==> config.mk <==
export PLATFORM = sky130hd
export DESIGN_NAME = selfprog_ctrl
export DESIGN_NICKNAME = d
export VERILOG_FILES = /design/src/rtl/selfprog_pkg.sv /design/src/rtl/selfprog_addr_split.sv /design/src/rtl/selfprog_cmd_decode.sv /design/src/rtl/selfprog_rww_track.sv /design/src/rtl/selfprog_ctrl.sv
export SDC_FILE = /design/constraint.sdc
export NUM_CORES = 1
export LEC_CHECK = 0
export BUFFER_PORTS_ARGS = -buffer_cell sky130_fd_sc_hd__buf_2
export CORE_MARGIN = 4
export CORE_UTILIZATION = 44
export CTS_CLUSTER_DIAMETER = 200
export DETAILED_ROUTE_END_ITERATION = 16
export PLACE_DENSITY = 0.78
export SLEW_MARGIN = 5
export SYNTH_ARGS = -nofsm -noshare
export SYNTH_HDL_FRONTEND = slang
export SYNTH_SLANG_ARGS = --single-unit
==> constraint.sdc <==
create_clock -name clk -period 2.9 [get_ports clk]
set_input_delay 0.29 -clock clk [delete_from_list [all_inputs] [get_ports clk]]
set_output_delay 0.29 -clock clk [all_outputs]
set_load 0.01 [all_outputs]
==> src/rtl/selfprog_pkg.sv <==
package selfprog_pkg;

    localparam int REG_W    = 8;
    localparam int WORD_W   = 6;
    localparam int PAGE_W   = 7;
    localparam int PTR_W    = 16;

    // register bit positions
    localparam int B_EN     = 0;
    localparam int B_ERASE  = 1;
    localparam int B_WRITE  = 2;
    localparam int B_LOCK   = 3;
    localparam int B_REEN   = 4;
    localparam int B_BUSY   = 6;
    localparam int B_IE     = 7;

    typedef enum logic [1:0] {
        OP_FILL  = 2'd0,
        OP_ERASE = 2'd1,
        OP_WRITE = 2'd2,
        OP_LOCK  = 2'd3
    } flash_op_e;

    typedef struct packed {
        logic ie;
        logic reen;
        logic lock;
        logic pgwrt;
        logic pgers;
        logic en;
    } wr_fields_t;

    function automatic wr_fields_t split_write(input logic [REG_W-1:0] d);
        wr_fields_t f;
        f.ie    = d[B_IE];
        f.reen  = d[B_REEN];
        f.lock  = d[B_LOCK];
        f.pgwrt = d[B_WRITE];
        f.pgers = d[B_ERASE];
        f.en    = d[B_EN];
        return f;
    endfunction

    function automatic logic op_sets_busy(input flash_op_e op);
        return (op == OP_ERASE) || (op == OP_WRITE);
    endfunction

endpackage

==> src/rtl/selfprog_addr_split.sv <==
module selfprog_addr_split #(
    parameter int PTR_W  = 16,
    parameter int WORD_W = 6,
    parameter int PAGE_W = 7
) (
    input  logic [PTR_W-1:0]  ptr,
    output logic [PAGE_W-1:0] page,
    output logic [WORD_W-1:0] word
);
    localparam int WORD_LSB = 1;
    localparam int PAGE_LSB = WORD_LSB + WORD_W;
    localparam int PAGE_MSB = PAGE_LSB + PAGE_W - 1;

    assign word = ptr[PAGE_LSB-1:WORD_LSB];
    assign page = ptr[PAGE_MSB:PAGE_LSB];

    logic unused_ptr_bits;
    generate
        if (PAGE_MSB < PTR_W - 1) begin : g_high
            assign unused_ptr_bits = ^{ptr[PTR_W-1:PAGE_MSB+1], ptr[0]};
        end else begin : g_nohigh
            assign unused_ptr_bits = ptr[0];
        end
    endgenerate
endmodule

==> src/rtl/selfprog_cmd_decode.sv <==
module selfprog_cmd_decode
    import selfprog_pkg::*;
#(
    parameter int WORD_W = 6
) (
    input  wr_fields_t        f,
    input  logic [WORD_W-1:0] word,
    output logic              valid,
    output logic              is_reen,
    output logic              word_err,
    output logic              flash_go,
    output flash_op_e         op
);
    logic [3:0] cmd_bits;

    always_comb begin
        cmd_bits = {f.reen, f.lock, f.pgwrt, f.pgers};
        valid    = f.en && ($countones(cmd_bits) <= 1);
        is_reen  = valid && f.reen;
        word_err = valid && f.pgwrt && (word != '0);
        flash_go = valid && !f.reen && !word_err;
        if (f.pgers)      op = OP_ERASE;
        else if (f.pgwrt) op = OP_WRITE;
        else if (f.lock)  op = OP_LOCK;
        else              op = OP_FILL;
    end
endmodule

==> src/rtl/selfprog_rww_track.sv <==
module selfprog_rww_track (
    input  logic clk,
    input  logic rst,
    input  logic set_busy,
    input  logic clr_busy,
    output logic busy
);
    always_ff @(posedge clk) begin
        if (rst)           busy <= 1'b0;
        else if (set_busy) busy <= 1'b1;
        else if (clr_busy) busy <= 1'b0;
    end
endmodule

==> src/rtl/selfprog_ctrl.sv <==
module selfprog_ctrl
    import selfprog_pkg::*;
#(
    parameter int PTR_W  = selfprog_pkg::PTR_W,
    parameter int WORD_W = selfprog_pkg::WORD_W,
    parameter int PAGE_W = selfprog_pkg::PAGE_W
) (
    input  logic              clk,
    input  logic              rst,
    input  logic              reg_wr_en,
    input  logic [7:0]        reg_wdata,
    output logic [7:0]        reg_rdata,
    input  logic [PTR_W-1:0]  ptr,
    input  logic              gie,
    output logic              irq,
    output logic              rww_busy,
    output logic              fl_start,
    output logic [1:0]        fl_op,
    output logic [PAGE_W-1:0] fl_page,
    output logic [WORD_W-1:0] fl_word,
    input  logic              fl_done,
    output logic              dbg_word_err
);
    wr_fields_t        fields;
    logic [PAGE_W-1:0] dec_page;
    logic [WORD_W-1:0] dec_word;
    logic              valid, is_reen, word_err, flash_go;
    flash_op_e         dec_op;

    logic              ie_q, en_q, ers_q, wrt_q, lck_q, pend_q, start_q, err_q;
    flash_op_e         op_q;
    logic [PAGE_W-1:0] page_q;
    logic [WORD_W-1:0] word_q;
    logic              accept, set_busy, clr_busy, busy;

    assign fields = split_write(reg_wdata);

    selfprog_addr_split #(.PTR_W(PTR_W), .WORD_W(WORD_W), .PAGE_W(PAGE_W)) u_addr (
        .ptr  (ptr),
        .page (dec_page),
        .word (dec_word)
    );

    selfprog_cmd_decode #(.WORD_W(WORD_W)) u_dec (
        .f        (fields),
        .word     (dec_word),
        .valid    (valid),
        .is_reen  (is_reen),
        .word_err (word_err),
        .flash_go (flash_go),
        .op       (dec_op)
    );

    assign accept   = reg_wr_en && !pend_q;
    assign set_busy = accept && flash_go && op_sets_busy(dec_op);
    assign clr_busy = accept && (is_reen || (flash_go && dec_op == OP_FILL));

    selfprog_rww_track u_rww (
        .clk      (clk),
        .rst      (rst),
        .set_busy (set_busy),
        .clr_busy (clr_busy),
        .busy     (busy)
    );

    always_ff @(posedge clk) begin
        if (rst) begin
            ie_q    <= 1'b0;
            en_q    <= 1'b0;
            ers_q   <= 1'b0;
            wrt_q   <= 1'b0;
            lck_q   <= 1'b0;
            pend_q  <= 1'b0;
            start_q <= 1'b0;
            err_q   <= 1'b0;
            op_q    <= OP_FILL;
            page_q  <= '0;
            word_q  <= '0;
        end else begin
            start_q <= 1'b0;
            if (reg_wr_en) ie_q <= fields.ie;
            if (pend_q && fl_done) begin
                pend_q <= 1'b0;
                en_q   <= 1'b0;
                ers_q  <= 1'b0;
                wrt_q  <= 1'b0;
                lck_q  <= 1'b0;
            end else if (accept && flash_go) begin
                pend_q  <= 1'b1;
                start_q <= 1'b1;
                en_q    <= 1'b1;
                ers_q   <= fields.pgers;
                wrt_q   <= fields.pgwrt;
                lck_q   <= fields.lock;
                op_q    <= dec_op;
                page_q  <= dec_page;
                word_q  <= dec_word;
            end
            if (accept && word_err) err_q <= 1'b1;
        end
    end

    logic unused_wbits;
    assign unused_wbits = ^{reg_wdata[6:5], valid};

    always_comb begin
        reg_rdata          = '0;
        reg_rdata[B_IE]    = ie_q;
        reg_rdata[B_BUSY]  = busy;
        reg_rdata[B_LOCK]  = lck_q;
        reg_rdata[B_WRITE] = wrt_q;
        reg_rdata[B_ERASE] = ers_q;
        reg_rdata[B_EN]    = en_q;
    end

    assign irq          = ie_q && gie && !en_q;
    assign rww_busy     = busy;
    assign fl_start     = start_q;
    assign fl_op        = op_q;
    assign fl_page      = page_q;
    assign fl_word      = word_q;
    assign dbg_word_err = err_q;
endmodule

==> Implementation_results.wiki <==
{| class="wikitable"
! Metric !! Value
|-
| Run status || complete, no violations
|-
| Area of the die || 0.00331 sq mm
|-
| Power Dens Cells || 430 mW/mm^2
|-
| Library cells used by synthesis || 28
|-
| Clock tree from TritonCTS || built
|-
| Violation count after the first detailed-route iteration || 39
|-
| Sort of element at the end of the critical path || register
|-
| Commonest cells after routing, fill and taps aside || 48 x buf_2, 23 x dfxtp_1, 19 x a21oi_1
|-
| Number of primary I/O pins || 56
|-
| Initial antenna violation count || 0
|-
| Most common library cell in the layout ignoring fill and taps || buf_2
|-
| Cell Area, Placed || 0.00128 sq mm
|-
| Startpoint kind of the worst setup timing path || input pin
|-
| Inserted Diodes || 0
|-
| Category of the most critical setup path || input pin to register
|-
| Post-Syn Instances || 127
|-
| First-pass GRT wire length || 4.49 mm
|-
| Final number of max-transition violations || 0
|-
| Clock tree buffer depth || 2
|-
| Area inside the core boundary || 0.00228 sq mm
|-
| Met1 usage in global routing || 20.2%
|-
| Final Hold Viols || 0
|-
| Data required time at the worst endpoint || 3.10 ns
|-
| Setup-violating endpoint count in the final report || 0
|-
| Weighted congestion at the end of routability-driven global placement || 0.807
|-
| # placed instances || 191
|-
| Hold WC Path Type || input pin to register
|-
| Accumulated negative setup slack || 0 ns
|-
| Final worst clock skew || 0.00309 ns
|-
| Routed wirelength normalized by instance count || approximately 14 um
|-
| Layout Nets || 202
|-
| Layer with the highest usage after global routing || met2
|-
| Share of the yosys chip area belonging to registers || 42.6%
|-
| Die Ht || 57.5 um
|-
| Met3 capacity usage during global routing || 3.62%
|-
| Total Power || 563 uW
|-
| Layout Area Growth over Synthesis || 21.2%
|-
| Clock transition at the register clock pins on the worst setup and hold paths after CTS || 0.12 ns
|-
| Proportion of layout cells with a drive suffix above 1 || 34.1%
|-
| FMAX || 0.431 GHz
|-
| Dominant synthesized flop cell || dfxtp_1
|-
| Number of synthesized register bits || 23
|-
| Multi-input combinational cell area || 512 sq um
|-
| Post-cts hold buffer count || 0
|-
| Effective utilization at floorplan || a little under half
|-
| Maximum fanout along the worst path || 13
|-
| Number of standard cells in the final layout excluding fillers || 195
|-
| Vias per Instance || 5.34
|-
| Static Leak || 0.596 nW
|-
| Remaining routing DRC violations || 0
|-
| Number of fillers in the final layout || 210
|-
| CTS resizes || 0
|-
| Global route overflow || 0
|-
| Quantity of I/O buffers inserted on ports || 48
|-
| Data arrival at the endpoint of the critical path || 2.52 ns
|-
| CTS H-tree depth || 1
|-
| Met2 track demand over resource in global routing || between 20% and 30%
|-
| Clock latency on the worst-skew pair || 0.32 ns
|-
| Post-synth EDFFs || 0
|-
| Max_slew headroom || 50.3%
|-
| Reported max-cap violation count || 0
|-
| Clock tree root driver cell || clkbuf_4
|-
| Setup repair after global routing missed its margin || no
|-
| Number of buffers inserted to repair setup after CTS || 0
|-
| Number of CTS-inserted buffers || 3
|-
| Number of optimization iterations in the first detailed-route pass || 4
|-
| Number of warnings reported in the yosys synthesis log || 0
|-
| Post-detailed-routing wire length || 2.68 mm
|-
| Chip Width || 57.5 um
|-
| Vias in the first global route || 1035
|-
| # rows || 17
|-
| Clk sinks || 23
|-
| Final Cycle Share || 80.0%
|-
| Post-DP HPWL || approximately 2.0 mm
|-
| Average footprint of a synthesized cell || 8.50 sq um
|-
| Fraction of synthesis flops using an asynchronous set or reset pin || 0%
|-
| Via count || approximately 1000
|-
| Worst vdd rail ir drop || about 260 uV
|-
| Worst-Margin Slew || around 0.75 ns
|-
| Area of all placed cells without fillers || 0.00131 sq mm
|-
| Count of nets left with antenna violations after detail routing || 0
|-
| Sequential cell area || about 460 sq um
|-
| Maximum number of pins on one net before global-route repair || 21
|-
| Min cycle time layout || approximately 2.3 ns
|-
| Combined area of all synthesized cells || ~0.0011 sq mm
|-
| GRT Overall Usage || between 15 and 20%
|}
==> cell type report <==
type / instances / area share, %
Multi-Input combinational cell: 85 / 39.1
Sequential cell: 23 / 35.2
Timing Repair Buffer: 50 / 19.5
Tap cell: 28 / 2.68
Clock buffer: 3 / 1.72
Inverter: 5 / 1.43
Clock inverter: 1 / 0.382
==> Yosys cell counts, types with 3 or more instances <==
cell       n  area [sq um]
nand2_1    6          22.5
nand4_1    3          18.8
a21oi_1   19          95.1
inv_1      5          18.8
o21ai_0   16          80.1
clkbuf_1   4          15.0
nand3_1   14          70.1
ha_1       4          50.1
nor2_1     5          18.8
dfxtp_1   23           460
buf_4      9          67.6
==> registers in the layout (all words and copies together) (netlist names) <==
register      cells
u_rww.busy        1
wrt_q             1
fl_word           6
ie_q              1
fl_start          1
pend_q            1
ers_q             1
fl_page           7
fl_op             2
dbg_word_err      1
lck_q             1
==> metrics by stage <==
| stage | hold WS (ns) | utilization (%) | worst slack, ns |
|---|---|---|---|
| 2_1_floorplan | 0.433 | - | 0.579 |
| 3_3_place_gp | 0.443 | 56.3 | 0.333 |
| 3_5_place_dp | 0.457 | 56.3 | 0.238 |
| 4_1_cts | 0.204 | 57.5 | 0.571 |
| 5_1_grt | 0.207 | 57.5 | 0.421 |
| 6_report | 0.203 | 57.5 | 0.581 |
==> report_power, final <==
group          switching (mW)  total (mW)  internal [mW]
logic                  0.0528      0.0853         0.0325
registers             0.00395       0.327          0.323
clock network          0.0989       0.151         0.0517
total                   0.156       0.563          0.407
==> worst max-delay path, stage by stage <==
cell and delay (ns):
buf_2 0.16, inv_1 0.08, ha_1 0.28, ha_1 0.14
inv_1 0.05, fa_1 0.48, nand2_1 0.10, or4_1 0.45
buf_4 0.20, o21ai_0 0.19, a21oi_1 0.10
==> routing by layer <==
metal / part of all wire [%] / wire length (um) / up-vias
met5: 0 / 0 / -
met2: 50 / 1330 / 42
met4: 2.3 / 61 / 0
met3: 6.4 / 170 / 5
li1: - / - / 520
met1: 42 / 1110 / 475
==> path summary, 6_finish.rpt <==
| kind | startpoint | to | slack (ns) | cells past startpoint |
|---|---|---|---|---|
| min | reg_wdata[7] | ie_q | 0.20 | 3 |
| min reg2reg | wrt_q | wrt_q | 0.47 | 2 |
| max | reg_wdata[2] | fl_page[6] | 0.58 | 11 |
| max reg2reg | pend_q | fl_page[6] | 1.31 | 4 |
==> cells by family (layout without fill, tap and decap cells) <==
kind of cell	Yosys count	in the layout	share of synthesized area (%)
other	1	2	0.347
AND/OR/NAND/NOR	36	36	17.6
multiplexers	1	1	0.927
flip-flops	23	23	42.6
buffers and inverters	20	59	10.3
adder cells (fa/ha/maj)	5	5	6.49
AO/OA/AOI/OAI	41	41	21.7
No activity file was read; power rests on OpenSTA's default activity.
